`config.mk`:
```
export PLATFORM = sky130hd
export DESIGN_NAME = snd_capture
export DESIGN_NICKNAME = d
export VERILOG_FILES = /design/src/rtl/snd_cap_pkg.sv /design/src/rtl/snd_cap_rate.sv /design/src/rtl/snd_cap_conv.sv /design/src/rtl/snd_cap_pack.sv /design/src/rtl/snd_cap_fifo.sv /design/src/rtl/snd_capture.sv
export SDC_FILE = /design/constraint.sdc
export NUM_CORES = 1
export LEC_CHECK = 0
export BUFFER_PORTS_ARGS = -buffer_cell sky130_fd_sc_hd__buf_4
export CAP_MARGIN = 5
export CORE_UTILIZATION = 55
export DETAILED_ROUTE_END_ITERATION = 7
export GPL_TIMING_DRIVEN = 0
export PLACE_DENSITY = 0.72
export REMOVE_ABC_BUFFERS = 1
export SETUP_SLACK_MARGIN = 0.1
export SYNTH_ARGS = -nofsm -noshare
export SYNTH_HDL_FRONTEND = slang
export SYNTH_SLANG_ARGS = --single-unit
```
`constraint.sdc`:
```
create_clock -name clk -period 10.5 [get_ports clk]
set_clock_uncertainty 0.05 [all_clocks]
set_input_delay 0.525 -clock clk [delete_from_list [all_inputs] [get_ports clk]]
set_output_delay 0.525 -clock clk [all_outputs]
set_load 0.02 [all_outputs]
```
`src/rtl/snd_cap_pkg.sv`:
```
package snd_cap_pkg;

    localparam logic [1:0] SEL_CTRL = 2'd0;
    localparam logic [1:0] SEL_DST  = 2'd1;
    localparam logic [1:0] SEL_LEN  = 2'd2;

    typedef enum logic {
        FMT_PCM16 = 1'b0,
        FMT_PCM8  = 1'b1
    } cap_fmt_e;

    typedef struct packed {
        logic     busy;
        cap_fmt_e fmt;
        logic     rpt;
        logic     src_voice;
        logic     add_en;
    } cap_ctrl_t;

    function automatic cap_ctrl_t decode_ctrl(input logic [7:0] b);
        cap_ctrl_t c;
        c.add_en    = b[0];
        c.src_voice = b[1];
        c.rpt       = b[2];
        c.fmt       = cap_fmt_e'(b[3]);
        c.busy      = b[7];
        return c;
    endfunction

endpackage

```
`src/rtl/snd_cap_rate.sv`:
```
module snd_cap_rate #(
    parameter int CNT_W = 16
) (
    input  logic             clk,
    input  logic             rst_n,
    input  logic             restart,
    input  logic             run,
    input  logic [CNT_W-1:0] freq,
    output logic             fire
);
    localparam logic [CNT_W:0] START = {1'b1, {CNT_W{1'b0}}};

    typedef struct packed {
        logic [CNT_W:0] cnt;
    } rate_st_t;

    rate_st_t st_d, st_q;

    always_comb begin
        st_d = st_q;
        fire = run && st_q.cnt[CNT_W];
        if (restart) begin
            st_d.cnt = START;
        end else if (run) begin
            if (fire) st_d.cnt = {1'b0, freq};
            else      st_d.cnt = st_q.cnt + 1'b1;
        end
    end

    always_ff @(posedge clk or negedge rst_n) begin
        if (!rst_n) st_q <= '{cnt: START};
        else        st_q <= st_d;
    end
endmodule

```
`src/rtl/snd_cap_conv.sv`:
```
module snd_cap_conv #(
    parameter int SMP_W = 20
) (
    input  logic signed [SMP_W-1:0] mix_in,
    input  logic signed [SMP_W-1:0] voice_in,
    input  logic signed [SMP_W-1:0] pair_in,
    input  logic                    src_voice,
    input  logic                    add_en,
    output logic signed [15:0]      smp16
);
    localparam int SW = SMP_W + 1;
    localparam logic signed [SW-1:0] MAXV = SW'(32767);
    localparam logic signed [SW-1:0] MINV = -SW'(32768);

    logic signed [SW-1:0] src_x, add_x, sum;

    always_comb begin
        src_x = src_voice ? SW'(voice_in) : SW'(mix_in);
        add_x = add_en ? SW'(pair_in) : '0;
        sum   = src_x + add_x;
        if (sum > MAXV)      smp16 = 16'sh7fff;
        else if (sum < MINV) smp16 = -16'sh8000;
        else                 smp16 = sum[15:0];
    end
endmodule

```
`src/rtl/snd_cap_pack.sv`:
```
module snd_cap_pack
    import snd_cap_pkg::*;
(
    input  logic        clk,
    input  logic        rst_n,
    input  logic        restart,
    input  logic        in_valid,
    input  cap_fmt_e    fmt,
    input  logic [15:0] smp16,
    output logic        word_valid,
    output logic [31:0] word_data
);
    typedef struct packed {
        logic [31:0] acc;
        logic [1:0]  lane;
    } pack_st_t;

    pack_st_t    st_d, st_q;
    logic [31:0] merged;
    logic        last;

    always_comb begin
        st_d   = st_q;
        merged = st_q.acc;
        if (fmt == FMT_PCM8) begin
            merged[{st_q.lane, 3'b000} +: 8] = smp16[15:8];
            last = (st_q.lane == 2'd3);
        end else begin
            merged[{st_q.lane[0], 4'b0000} +: 16] = smp16;
            last = st_q.lane[0];
        end
        word_valid = in_valid && last && !restart;
        word_data  = merged;
        if (restart) begin
            st_d.lane = 2'd0;
        end else if (in_valid) begin
            st_d.acc  = merged;
            st_d.lane = last ? 2'd0 : st_q.lane + 2'd1;
        end
    end

    always_ff @(posedge clk or negedge rst_n) begin
        if (!rst_n) st_q <= '0;
        else        st_q <= st_d;
    end
endmodule

```
`src/rtl/snd_cap_fifo.sv`:
```
module snd_cap_fifo #(
    parameter int DW    = 48,
    parameter int DEPTH = 8
) (
    input  logic          clk,
    input  logic          rst_n,
    input  logic          push,
    input  logic [DW-1:0] push_data,
    input  logic          pop,
    output logic          empty,
    output logic          full,
    output logic [DW-1:0] head_data
);
    localparam int PW = $clog2(DEPTH);

    typedef struct packed {
        logic [DEPTH-1:0][DW-1:0] mem;
        logic [PW-1:0]            head;
        logic [PW-1:0]            tail;
        logic                     empty;
        logic                     full;
    } fifo_st_t;

    fifo_st_t st_d, st_q;
    logic     do_push, do_pop;

    always_comb begin
        st_d    = st_q;
        do_pop  = pop && !st_q.empty;
        do_push = push && (!st_q.full || do_pop);
        if (do_push) begin
            st_d.mem[st_q.tail] = push_data;
            st_d.tail           = st_q.tail + 1'b1;
        end
        if (do_pop) st_d.head = st_q.head + 1'b1;
        if (do_push && !do_pop) begin
            st_d.empty = 1'b0;
            st_d.full  = (PW'(st_q.tail + 1'b1) == st_q.head);
        end else if (do_pop && !do_push) begin
            st_d.full  = 1'b0;
            st_d.empty = (PW'(st_q.head + 1'b1) == st_q.tail);
        end
        empty     = st_q.empty;
        full      = st_q.full;
        head_data = st_q.mem[st_q.head];
    end

    always_ff @(posedge clk or negedge rst_n) begin
        if (!rst_n) begin
            st_q       <= '0;
            st_q.empty <= 1'b1;
        end else begin
            st_q <= st_d;
        end
    end
endmodule

```
`src/rtl/snd_capture.sv`:
```
module snd_capture
    import snd_cap_pkg::*;
#(
    parameter int SMP_W  = 20,
    parameter int CNT_W  = 16,
    parameter int LEN_W  = 16,
    parameter int ADDR_W = 32,
    parameter int DEPTH  = 8
) (
    input  logic                    clk,
    input  logic                    rst_n,
    input  logic                    reg_we,
    input  logic [1:0]              reg_sel,
    input  logic [31:0]             reg_wdata,
    input  logic [CNT_W-1:0]        voice_freq,
    input  logic signed [SMP_W-1:0] mix_in,
    input  logic signed [SMP_W-1:0] voice_in,
    input  logic signed [SMP_W-1:0] pair_in,
    output logic                    busy,
    output logic                    mem_req,
    input  logic                    mem_rdy,
    output logic [ADDR_W-1:0]       mem_addr,
    output logic [31:0]             mem_data
);
    localparam int EW = LEN_W + 32;

    typedef struct packed {
        cap_ctrl_t         ctrl;
        logic [ADDR_W-1:0] dst;
        logic [LEN_W-1:0]  len;
        logic [LEN_W-1:0]  idx;
    } top_st_t;

    top_st_t           st_d, st_q;
    logic              ctrl_wr, run, fire;
    logic signed [15:0] smp16;
    logic              word_valid;
    logic [31:0]       word_data;
    logic              f_empty, f_full;
    logic [EW-1:0]     head;
    logic [LEN_W-1:0]  head_idx;

    assign ctrl_wr = reg_we && (reg_sel == SEL_CTRL);
    assign run     = st_q.ctrl.busy && !ctrl_wr;

    snd_cap_rate #(.CNT_W(CNT_W)) u_rate (
        .clk     (clk),
        .rst_n   (rst_n),
        .restart (ctrl_wr),
        .run     (run),
        .freq    (voice_freq),
        .fire    (fire)
    );

    snd_cap_conv #(.SMP_W(SMP_W)) u_conv (
        .mix_in    (mix_in),
        .voice_in  (voice_in),
        .pair_in   (pair_in),
        .src_voice (st_q.ctrl.src_voice),
        .add_en    (st_q.ctrl.add_en),
        .smp16     (smp16)
    );

    snd_cap_pack u_pack (
        .clk        (clk),
        .rst_n      (rst_n),
        .restart    (ctrl_wr),
        .in_valid   (fire),
        .fmt        (st_q.ctrl.fmt),
        .smp16      (smp16),
        .word_valid (word_valid),
        .word_data  (word_data)
    );

    snd_cap_fifo #(.DW(EW), .DEPTH(DEPTH)) u_fifo (
        .clk       (clk),
        .rst_n     (rst_n),
        .push      (word_valid),
        .push_data ({st_q.idx, word_data}),
        .pop       (mem_rdy),
        .empty     (f_empty),
        .full      (f_full),
        .head_data (head)
    );

    always_comb begin
        st_d = st_q;
        if (word_valid) begin
            if (st_q.idx == st_q.len - LEN_W'(1)) begin
                st_d.idx = '0;
                if (!st_q.ctrl.rpt) st_d.ctrl.busy = 1'b0;
            end else begin
                st_d.idx = st_q.idx + LEN_W'(1);
            end
        end
        if (reg_we) begin
            unique case (reg_sel)
                SEL_CTRL: begin
                    st_d.ctrl = decode_ctrl(reg_wdata[7:0]);
                    st_d.idx  = '0;
                end
                SEL_DST: st_d.dst = reg_wdata[ADDR_W-1:0];
                SEL_LEN: st_d.len = reg_wdata[LEN_W-1:0];
                default: ;
            endcase
        end
    end

    always_ff @(posedge clk or negedge rst_n) begin
        if (!rst_n) st_q <= '0;
        else        st_q <= st_d;
    end

    assign head_idx = head[EW-1:32];
    assign busy     = st_q.ctrl.busy;
    assign mem_req  = !f_empty;
    assign mem_data = head[31:0];
    assign mem_addr = {st_q.dst[ADDR_W-1:2], 2'b00} + ADDR_W'({head_idx, 2'b00});

    logic unused_full;
    assign unused_full = f_full;
endmodule

```
== Word-level counts from Yosys, hierarchy flattened ==
Index checks and enable logic that the tools add are counted.
Storage, ports and cells
  register bits after elaboration: 512
  input bits: 114
  logic and storage cells: 104
Cells by class
  add/subtract/negate cells: 10
  magnitude comparators: 5
  equality and inequality tests: 6
  shift-type cells: 4
  muxes and demuxes: 31
  bitwise logic cells: 1
  reduce and logical (&&, ||, !) cells: 24
Operators by type and width (count)
  384-bit bitwise mux: 1
  48-bit binary-select mux with 3-bit select: 1
  48-bit demux with 3-bit select: 1
  16-bit two-way mux: 6
  48-bit two-way mux: 2
  69-bit two-way mux: 1
  32-bit bitwise mux: 2
  32-bit two-way mux: 2
  17-bit two-way mux: 3
  21-bit two-way mux: 2
  32-bit by 18-bit adder with 32-bit output: 1
  16-bit by 7-bit variable shift with 32-bit output (first input constant): 1
  8-bit by 7-bit variable shift with 32-bit output (first input constant): 1
  16-bit by 7-bit variable part select with 32-bit output: 1
  8-bit by 7-bit variable part select with 32-bit output: 1
  21-bit adder: 1
  21-bit by 16-bit greater-than comparator with 1-bit output (second input constant): 1
  21-bit by 16-bit < comparator with 1-bit output (second input constant): 1
  17-bit by 1-bit adder with 17-bit output (second input constant): 1
  16-bit by 1-bit adder with 16-bit output (second input constant): 1
  16-bit equality test: 1
  16-bit by 1-bit subtractor with 16-bit output (second input constant): 1
  5-bit negation with 7-bit output: 2
  1-bit logical AND: 10
  16 further kinds: 36

== Depth between registers and ports, before layout ==
Gate-level depths: netlist of run 1.
  depth in word-level cells: 12
  mapped depth: 18
  gate-level depth less buffers: 15

== By module ==
From an unflattened synthesis of run 1, not the netlist that was laid out.
Unflattened totals
  cells, all modules: 2148
  area, all modules: 27660.3 um^2
By module, submodules not included
  snd_cap_fifo: instances 1, cells each 1031, area each 17655.7 um^2, seq. area each 9810.7 um^2
  snd_capture: instances 1, cells each 414, area each 4236.6 um^2, seq. area each 1676.6 um^2
  snd_cap_pack: instances 1, cells each 361, area each 3036.7 um^2, seq. area each 850.8 um^2
  snd_cap_conv: instances 1, cells each 202, area each 1570.3 um^2, seq. area each 0.0 um^2
  snd_cap_rate: instances 1, cells each 140, area each 1161.1 um^2, seq. area each 426.7 um^2

== Least setup slack after synthesis of run 1 ==
Ideal clock, no wire load.
  path kind: register -> output
  start: register u_fifo.st_q[5] (netlist name)
  end: output mem_addr[31]
  arrival time: 4.690 ns
  slack: 5.235 ns
  stages on the path, launching flop included: 18
  path buffers: 3
  cells stage by stage: dfrtp_1 -> clkbuf_1 -> buf_1 -> clkbuf_1 -> mux4_2 -> mux2i_1 -> inv_1 -> ha_1 -> a21o_1 -> a21oi_1 -> nand2b_1 -> a21boi_0 -> o211ai_1 -> a31oi_1 -> a221o_1 -> nand4_1 -> nor3_1 -> xor2_1
Between the ends
  cells in the longest elaborated chain, start to end: 3
RTL lines
  start: declaration: line snd_cap_fifo.sv:24  | fifo_st_t st_d, st_q;
  start signal: assignment: line snd_cap_fifo.sv:53  | st_q <= st_d;
  48-bit binary-select mux with 3-bit select: line snd_cap_fifo.sv:45  | head_data = st_q.mem[st_q.head];
  48-bit two-way mux (not written as such): line snd_cap_fifo.sv:45
  32-bit by 18-bit adder with 32-bit output: line snd_capture.sv:118  | assign mem_addr = {st_q.dst[ADDR_W-1:2], 2'b00} + ADDR_W'({head_idx, 2'b00});
  end: declaration: line snd_capture.sv:22  | output logic [ADDR_W-1:0] mem_addr,
Every way passes these cells. The select of a mux whose other input is x is not followed.

== Final worst setup path of run 1 ==
  start: register u_fifo.st_q[6] (netlist name)
  end: output mem_addr[22]
The elaborated chain is that of the path after synthesis.

==> results of run 1 <==
-- metal layers --
metal | track usage | up-vias | part of all wire
li1 | - | 9178 | -
met1 | 0.3646 | 10103 | 0.41
met2 | 0.4752 | 698 | 0.50
met3 | 0.03585 | 162 | 0.057
met4 | 0.1132 | 0 | 0.034
met5 | 0 | - | 0
-- placed cells by master, fill, tap and decap left out, types with 9 or more instances in the layout --
cell type	count
a31oi_1	39
a21oi_1	137
o211ai_1	18
clkbuf_8	14
nand2_1	583
clkbuf_1	10
xor2_1	45
a21o_1	12
o21ai_0	124
mux4_2	96
nand3_1	23
and2_1	29
ha_1	48
nand2b_1	21
and3_1	19
clkbuf_16	54
xnor2_1	42
clkinv_2	10
dfrtp_1	504
buf_4	179
nor2_1	186
buf_16	11
nor3_1	14
inv_1	34
a22oi_1	15
nand4_1	9
mux2_2	215
o31ai_1	31
nor2b_1	15
-- worst paths after layout --
path                               endpoint  slack [ns]  cells after the start
max                            mem_addr[22]        4.27                     17
min                                st_q[65]        0.09                      3
max reg2reg                 u_fifo.st_q[30]        4.70                     11
min reg2reg                u_fifo.st_q[186]        0.42                      2
max in group asynchronous  u_fifo.st_q[152]        7.91                      5
min in group asynchronous   u_fifo.st_q[23]        0.54                      2
-- worst max-delay path: stages (launching register included) --
cell and delay [ns]:
dfrtp_4 0.97, buf_16 0.35, mux4_2 0.28, mux2_2 0.21
ha_1 0.19, inv_1 0.06, fa_1 0.41, nor2b_1 0.12
o21ai_0 0.12, a21boi_0 0.38, o211ai_1 0.19, a21oi_1 0.25
o311ai_0 0.20, o21ai_0 0.43, nand4_1 0.32, nor2_1 0.22
xor2_1 0.16, buf_4 0.16
-- kinds of logic after synthesis --
group,after synthesis,synth area share
buffers and inverters,202,0.03001
AND/OR/NAND/NOR,944,0.1495
flip-flops,510,0.4836
adder cells (fa/ha/maj),50,0.02427
multiplexers,317,0.1759
other,1,0.0001421
AO/OA/AOI/OAI,457,0.1077
XOR/XNOR,87,0.02887
-- state kept, by name, indices dropped and copies added, names as in the netlist --
name	count
busy	1
u_fifo.empty	1
u_rate.st_q	17
st_q	66
u_fifo.st_q	390
u_fifo.full	1
u_pack.st_q	34
-- power by group --
part / internal, W / leakage (nW) / total [W] / switching, W
sequential: 0.00230 / 6.85 / 0.00270 / 0.000403
clock: 0.00119 / 0.913 / 0.00197 / 0.000786
combinational: 0.000957 / 6.65 / 0.00216 / 0.00120
total: 0.00445 / 14.4 / 0.00684 / 0.00239
-- final cells by class --
class | count | share of cell area
multi-input combinational | 1857 | 0.4246
tap | 607 | 0.02495
sequential | 510 | 0.4197
clock buffer | 78 | 0.05195
inverter | 34 | 0.004193
clock inverter | 19 | 0.008632
timing repair buffer | 214 | 0.06589
-- per-stage QoR --
| step | hold slack (ns) | setup WS (ns) |
|---|---|---|
| after floorplan | 0.1794 | 2.887 |
| after global placement | 0.4034 | 0.4179 |
| after detailed placement | 0.4097 | 4.778 |
| after CTS | 0.06313 | 4.239 |
| after global routing | 0.09142 | 3.909 |
| final | 0.09059 | 4.273 |
==> results.env, run 1 <==
ANTENNA_FOUND_INITIAL=0
DPL.CELL_COUNT=3220
REGTOREGSTARTPOINT='busy'
MULTIINPUTGATEAREA_MM2=0.01293
SYNTH_ENABLE_FLOP_CELLS=0
STARTPOINT_CLASS_OF_THE_CRITICAL_PATH='register'
FINAL_ANTENNA_NET_COUNT=0
PERIOD_SHARE=0.5930
RUN_STATUS='completed'
GRT_START_MAX_NET_PINS=123
FINALNETCOUNT=2834
HOLD_CLASS='in2reg'
DIODES=0
FINAL-SEQ-AREA_MM2=0.01278
PIN_COUNT=180
P_PER_AREA_mW_PER_MM2=224.6
HOLD_START='reg_wdata[1]'
DRC=0
DIE_EXTENT_IN_X_UM=221.1
YS_FF_LATCH=510
CORE-AREA_MM2=0.04695
TOTALPOWERFINAL_W=0.006837
GRT_FIRST_PASS_WIRELENGTH_MM=108.7
SETUP_VIOL_COUNT_FINAL=0
YOSYSUNIQUECELLTYPES=73
FINALSETUPTNS_NS=0
NETLIST.TOP_CELL.BY_AREA='dfrtp_1'
LAYOUTNONFILLERINSTCOUNT=3319
FINALINSTANCEAREA_MM2=0.03044
SYNTH_TOP_CELLS_BY_COUNT='nand2_1 (585), dfrtp_1 (508), mux2_2 (215), nor2_1 (192), a21oi_1 (137)'
CTS_HTREE_LEVELS=2
FMAX_GHz=0.1606
INITIAL_STANDARD_CELL_UTILIZATION_OF_THE_CORE=0.5622
TIMING.CRITICAL_PATH.FANOUT_MAX=50
CTS_ROOT_BUFFER='clkbuf_16'
TIMING.CRITICAL_PATH.ARRIVAL_NS=5.65
POSTSYNTHCELLCOUNT=2568
DP_HPWL_MM=44.80
GRT_USE_TOTAL=0.2795
POST-SYNTH-TOP-AREA-FRACTION=0.4816
DIEAREA_MM2=0.04887
PERIOD_NEEDED_NS=6.227
CLK_PATH_BUF_DEPTH=3
FP.DIEH_UM=221.1
AREAGROWTHSYNTHTOFINISH_PCT=15.33
DRV_SLEW=0
PLACE.PORT_BUFFERS=177
TIMING.SETUP.CRITICAL_PATH_CLASS='reg2out'
TRITONCTS='yes'
COUNT_OF_VIAS_PLACED_BY_THE_DETAILED_ROUTER=20141
MAXSLEWHEADROOM=0.1935
ASYNCSETRESETFLOPFRACSYNTH=1.000
DRT_ITER0_DRC=1770
PLACED_CELL_AREA_MM2=0.02858
WORSTSKEWPAIRLATENCY_NS=0.61
TIMING.CRITICAL_PATH.REQUIRED_NS=9.93
TRITONCTS_NUM_SINKS=510
DETAIL_ROUTE.WIRELENGTH_MM=67.74
DRIVE_ABOVE_1_SHARE=0.2386
OVERFLOW=0
SYNTH.MOST_COMMON_CELL='nand2_1'
LEAKAGEPOWER_nW=14.41
NUMCTSBUFFERS=53
HOLD_VIOLATIONS=0
FIRST_GLOBAL_VIAS=20231
CRITICAL_PATH.ENDPOINT_TYPE='output port'
LAYOUT.CORE_UTILIZATION=0.6483
POST_CTS_RESIZE_COUNT=0
CAP_VIOLATIONS=0
LAUNCH_POINT_OF_THE_CRITICAL_PATH='u_fifo.st_q[6]'
CLK_PIN_SLEW_NS=0.06
DRT_PASS1_ITERATIONS=5
GP_ROUTABILITY_CONGESTION=0.8622
TIGHTESTPINTRANSITION_NS=1.210
POST-CTS-SETUP-BUFFER-COUNT=0
SYNTH-SEQ-AREA-SHARE=0.4836
FILLERS=3578
HOLDBUFCOUNTCTS=1
SYNTHESIS.YOSYS.WARNINGS=0
VDD_DROP_MAX_mV=0.1978
YS_DOMINANT_REG_CELL='dfrtp_1'
POST_DRT_WL_PER_CELL_UM=20.41
VIASPERCELL=6.068
SYNTH.AVG_CELL_AREA_UM2=10.28
FLOORPLAN.ROWS=79
SYNTH_AREA_LEADERS='dfrtp_1 (48%), mux2_2 (9.2%), nand2_1 (8.3%)'
UNREPAIRED_SETUP_ENDPOINTS_AFTER_GLOBAL_ROUTING='no'
SYNTH_AREA_MM2=0.02640
Power figures use the tool's default switching activity.
==> run 2: changes to the inputs <==
--- a/config.mk
+++ b/config.mk
@@ -5,12 +5,13 @@
 export SDC_FILE = /design/constraint.sdc
 export NUM_CORES = 1
 export LEC_CHECK = 0
+export ABC_AREA = 1
 export BUFFER_PORTS_ARGS = -buffer_cell sky130_fd_sc_hd__buf_4
 export CAP_MARGIN = 5
 export CORE_UTILIZATION = 55
 export DETAILED_ROUTE_END_ITERATION = 7
 export GPL_TIMING_DRIVEN = 0
-export PLACE_DENSITY = 0.72
+export PLACE_DENSITY = 0.71
 export REMOVE_ABC_BUFFERS = 1
 export SETUP_SLACK_MARGIN = 0.1
 export SYNTH_ARGS = -nofsm -noshare
==> constraint.sdc (replaced) <==
create_clock -name clk -period 6 [get_ports clk]
set_clock_uncertainty 0.05 [all_clocks]
set_input_delay 0.3 -clock clk [delete_from_list [all_inputs] [get_ports clk]]
set_output_delay 0.3 -clock clk [all_outputs]
set_load 0.02 [all_outputs]
==> results.env, run 2 <==
SYNTH_AREA_LEADERS='dfrtp_1 (47%), nand2_1 (16%), o21ai_0 (6.4%)'
PWR-SHARE-SEQ=0.307
SYNTH_TOP_FAMILY_BY_AREA='simple AND/OR/NAND/NOR gates'
NUMCTSBUFFERS=56
RR_WORST_DEPTH=12
GP_ROUTABILITY_CONGESTION=0.8407
SYNTH_ENABLE_FLOP_CELLS=0
DR_WL_MET2_MM=37.24
SYNTH.MOST_COMMON_CELL='nand2_1'
VDD_DROP_MAX_mV=0.3491
CRITICAL_PATH.ENDPOINT_TYPE='output port'
WORSTSKEWPAIRLATENCY_NS=0.62
SHARE_COMB_OF_TOTAL_POWER=0.456
PLACE.PORT_BUFFERS=177
FP.DIEH_UM=224.0
VIASPERCELL=5.695
LAYOUTNONFILLERINSTCOUNT=4374
MOST-COMMON-LAYOUT-CELLS='nand2_1 (1136), dfrtp_1 (506), nor2_1 (410)'
PERIOD_SHARE=0.9396
SYNTH-COMPOUND-AREA-SHARE=0.1477
CLK_PIN_SLEW_NS=0.06
SYNTHESIS.YOSYS.WARNINGS=0
OVERFLOW=0
TIGHTESTPINTRANSITION_NS=1.122
SYNTH_AREA_MM2=0.02711
TIMING.RR.END='u_fifo.st_q[45]'
TIMING.CRITICAL_PATH.ARRIVAL_NS=5.29
LARGEST_REGISTER_FF_COUNT=390
P_SW_FRAC=0.4251
CRITPATHMOSTFREQUENTCELL='inv_1'
CP_CELL_SEQUENCE='buf_16 > inv_16 > buf_16 > o21ai_0 > o22ai_1 > nor2_1 > a31oi_1 > ha_1 > inv_1 > fa_1 > o21ai_1 > a21oi_1 > o21ai_2 > a21boi_1 > o21bai_2 > a21boi_1 > nor2_2 > inv_1 > nor3_2 > inv_1 > nand2_1 > nand2_1 > buf_4'
FMAX_GHz=0.1774
LARGESTREGISTERS='u_fifo.st_q x390, st_q x66, u_pack.st_q x34'
YS_DOMINANT_REG_CELL='dfrtp_1'
SETUP_VIOL_COUNT_FINAL=0
SYNTH.AVG_CELL_AREA_UM2=7.618
TRITONCTS='yes'
FIRST_GLOBAL_VIAS=24064
MUXSHAREOFSYNTHAREA=0.01121
REG2REG_SETUP_SLACK_NS=1.00
LEAKAGEPOWER_nW=15.69
YS_FF_LATCH=510
DRT_PASS1_ITERATIONS=7
PERIOD_NEEDED_NS=5.637
RUN_STATUS='completed'
P_INT_W=0.008792
MET1WIRELENGTH_MM=32.53
ASYNCSETRESETFLOPFRACSYNTH=1.000
DR.MAX_LAYER_USED='met4'
REGTOREGSTARTPOINT='st_q[67]'
DETAIL_ROUTE.WIRELENGTH_MM=78.07
MAXSLEWHEADROOM=0.2519
NETLIST.TOP_CELL.BY_AREA='dfrtp_1'
GRT_USE_TOTAL=0.3132
POST_DRT_WL_PER_CELL_UM=17.85
FINAL_ANTENNA_NET_COUNT=0
SYNTHXORXNORAREAFRAC=0.02423
INITIAL_STANDARD_CELL_UTILIZATION_OF_THE_CORE=0.5631
DRIVE_ABOVE_1_SHARE=0.1159
GRT_START_MAX_NET_PINS=129
AREAGROWTHSYNTHTOFINISH_PCT=16.48
SYNTH-SEQ-AREA-SHARE=0.4708
DRT_ITER0_DRC=2304
STARTPOINT_CLASS_OF_THE_CRITICAL_PATH='register'
CLK_PATH_BUF_DEPTH=3
TOP_REGISTER='u_fifo.st_q'
TIMING.SETUP.CRITICAL_PATH_CLASS='reg2out'
TIMING.CRITICAL_PATH.SLOWEST_CELL_DELAY_NS=0.61
FINALNETCOUNT=3836
DPL.CELL_COUNT=4215
POST-SYNTH-TOP-AREA-FRACTION=0.4689
SHARE_CLK_OF_TOTAL_POWER=0.237
CTS_HTREE_LEVELS=2
MIN_TO='st_q[34]'
DIEAREA_MM2=0.05019
TIMING.CRITICAL_PATH.REQUIRED_NS=5.65
P_PER_AREA_mW_PER_MM2=484.3
UNREPAIRED_SETUP_ENDPOINTS_AFTER_GLOBAL_ROUTING='no'
DRC=0
CORE-AREA_MM2=0.04815
CAP_VIOLATIONS=0
DP_HPWL_MM=46.54
PIN_COUNT=180
DRV_SLEW=0
DIE_EXTENT_IN_X_UM=224.0
HOLD_START='reg_wdata[2]'
HOLD_CLASS='in2reg'
SIMPLE_GATE_AREA_SHARE_OF_THE_YOSYS_NETLIST=0.2656
POSTSYNTHCELLCOUNT=3559
SYNTH_TOP_CELLS_BY_COUNT='nand2_1 (1136), dfrtp_1 (508), nor2_1 (412), o21ai_0 (345), inv_1 (172)'
MET3_LENGTH_MM=5.897
CTS_ROOT_BUFFER='clkbuf_16'
ANTENNA_FOUND_INITIAL=0
TIMING.CRITICAL_PATH.FANOUT_MAX=71
TRITONCTS_NUM_SINKS=510
FLOORPLAN.ROWS=80
MIN_DELAY_PATH_DEPTH=3
HOLD_VIOLATIONS=0
GRT_FIRST_PASS_WIRELENGTH_MM=125.4
DIODES=0
YOSYSUNIQUECELLTYPES=59
NET-SWITCHING-POWER_W=0.006501
WORST_HOLD_MARGIN_NS=0.01583
MOSTFREQUENTLAYOUTCELL='nand2_1'
SYNTH_FA_HA_AREA_FRAC=0.02363
CP_SLOWEST_CELL='dfrtp_4'
COUNT_OF_VIAS_PLACED_BY_THE_DETAILED_ROUTER=24908
[run 2: worst max-delay path by stage]
stage                         from            to  slack [ns]  cells after the start
floorplan           u_fifo.st_q[5]  mem_addr[21]       -3.51                     16
global route        u_fifo.st_q[5]  mem_addr[26]        0.08                     23
global placement    u_fifo.st_q[5]  mem_addr[21]      -11.81                     17
detailed placement  u_fifo.st_q[5]  mem_addr[26]       -0.15                     22
finish              u_fifo.st_q[5]  mem_addr[26]        0.36                     23
CTS                 u_fifo.st_q[5]  mem_addr[26]        0.14                     23
[run 2: power by group through the flow]
stage,logic [W],clock network (W),registers (W)
2_1_floorplan,0.00443,0,0.00470
3_3_place_gp,0.00640,0,0.00496
3_5_place_dp,0.00666,0,0.00479
4_1_cts,0.00688,0.00366,0.00469
5_1_grt,0.00765,0.00379,0.00477
6_report,0.00698,0.00362,0.00469
[run 2: stage by stage]
stage               area (um2)  power [W]  TNS (ns)    util  worst slack [ns]
floorplan                26310   0.009136   -136.76       -            -3.513
global placement         28450    0.01136   -970.15  0.5910            -11.81
detailed placement       28960    0.01145   -0.1792  0.6014           -0.1510
CTS                      31480    0.01522         0  0.6537            0.1390
global route             31580    0.01621         0  0.6559           0.08137
finish                   31580    0.01529         0  0.6559            0.3626
[run 2: final cells by class]
type,instances,area (um2)
well taps,656,820.8
flip-flops and latches,510,12770
clock inverters,23,266.5
inverters,193,775.7
repair inverters,1,8.758
clock buffers,81,1677
fillers,4032,16570
multi-input cells,2663,12870
repair buffers,247,2390
[run 2: logic make-up after synthesis]
kind of cell,after synthesis
xor+xnor,75
fa+ha+maj,50
other cells,1
flops,510
compound gates,725
buf+inv,387
mux,27
simple gates,1784
[run 2: per-layer routing]
metal	vias to the layer above	global-route usage
met3	156	0.04486
li1	11815	-
met1	11901	0.4120
met2	1036	0.5217
met4	0	0.1257
met5	-	0
[run 2: timing repair]
item | in CTS | in global routing
resized for setup | 7 | 4
pin swaps | 0 | 0
buffers inserted | 2 | 1
hold buffers | 48 | 0
setup endpoints to repair | 19 | 5
hold endpoints to repair | 117 | 0
cloned | 2 | 1
[run 2: critical path, delay by kind of cell (launching register included)]
family          cells  cell delay (ns)
compound gates      9             1.67
buf+inv             7             1.08
flops               1             0.61
fa+ha+maj           2             0.61
simple gates        5             0.56
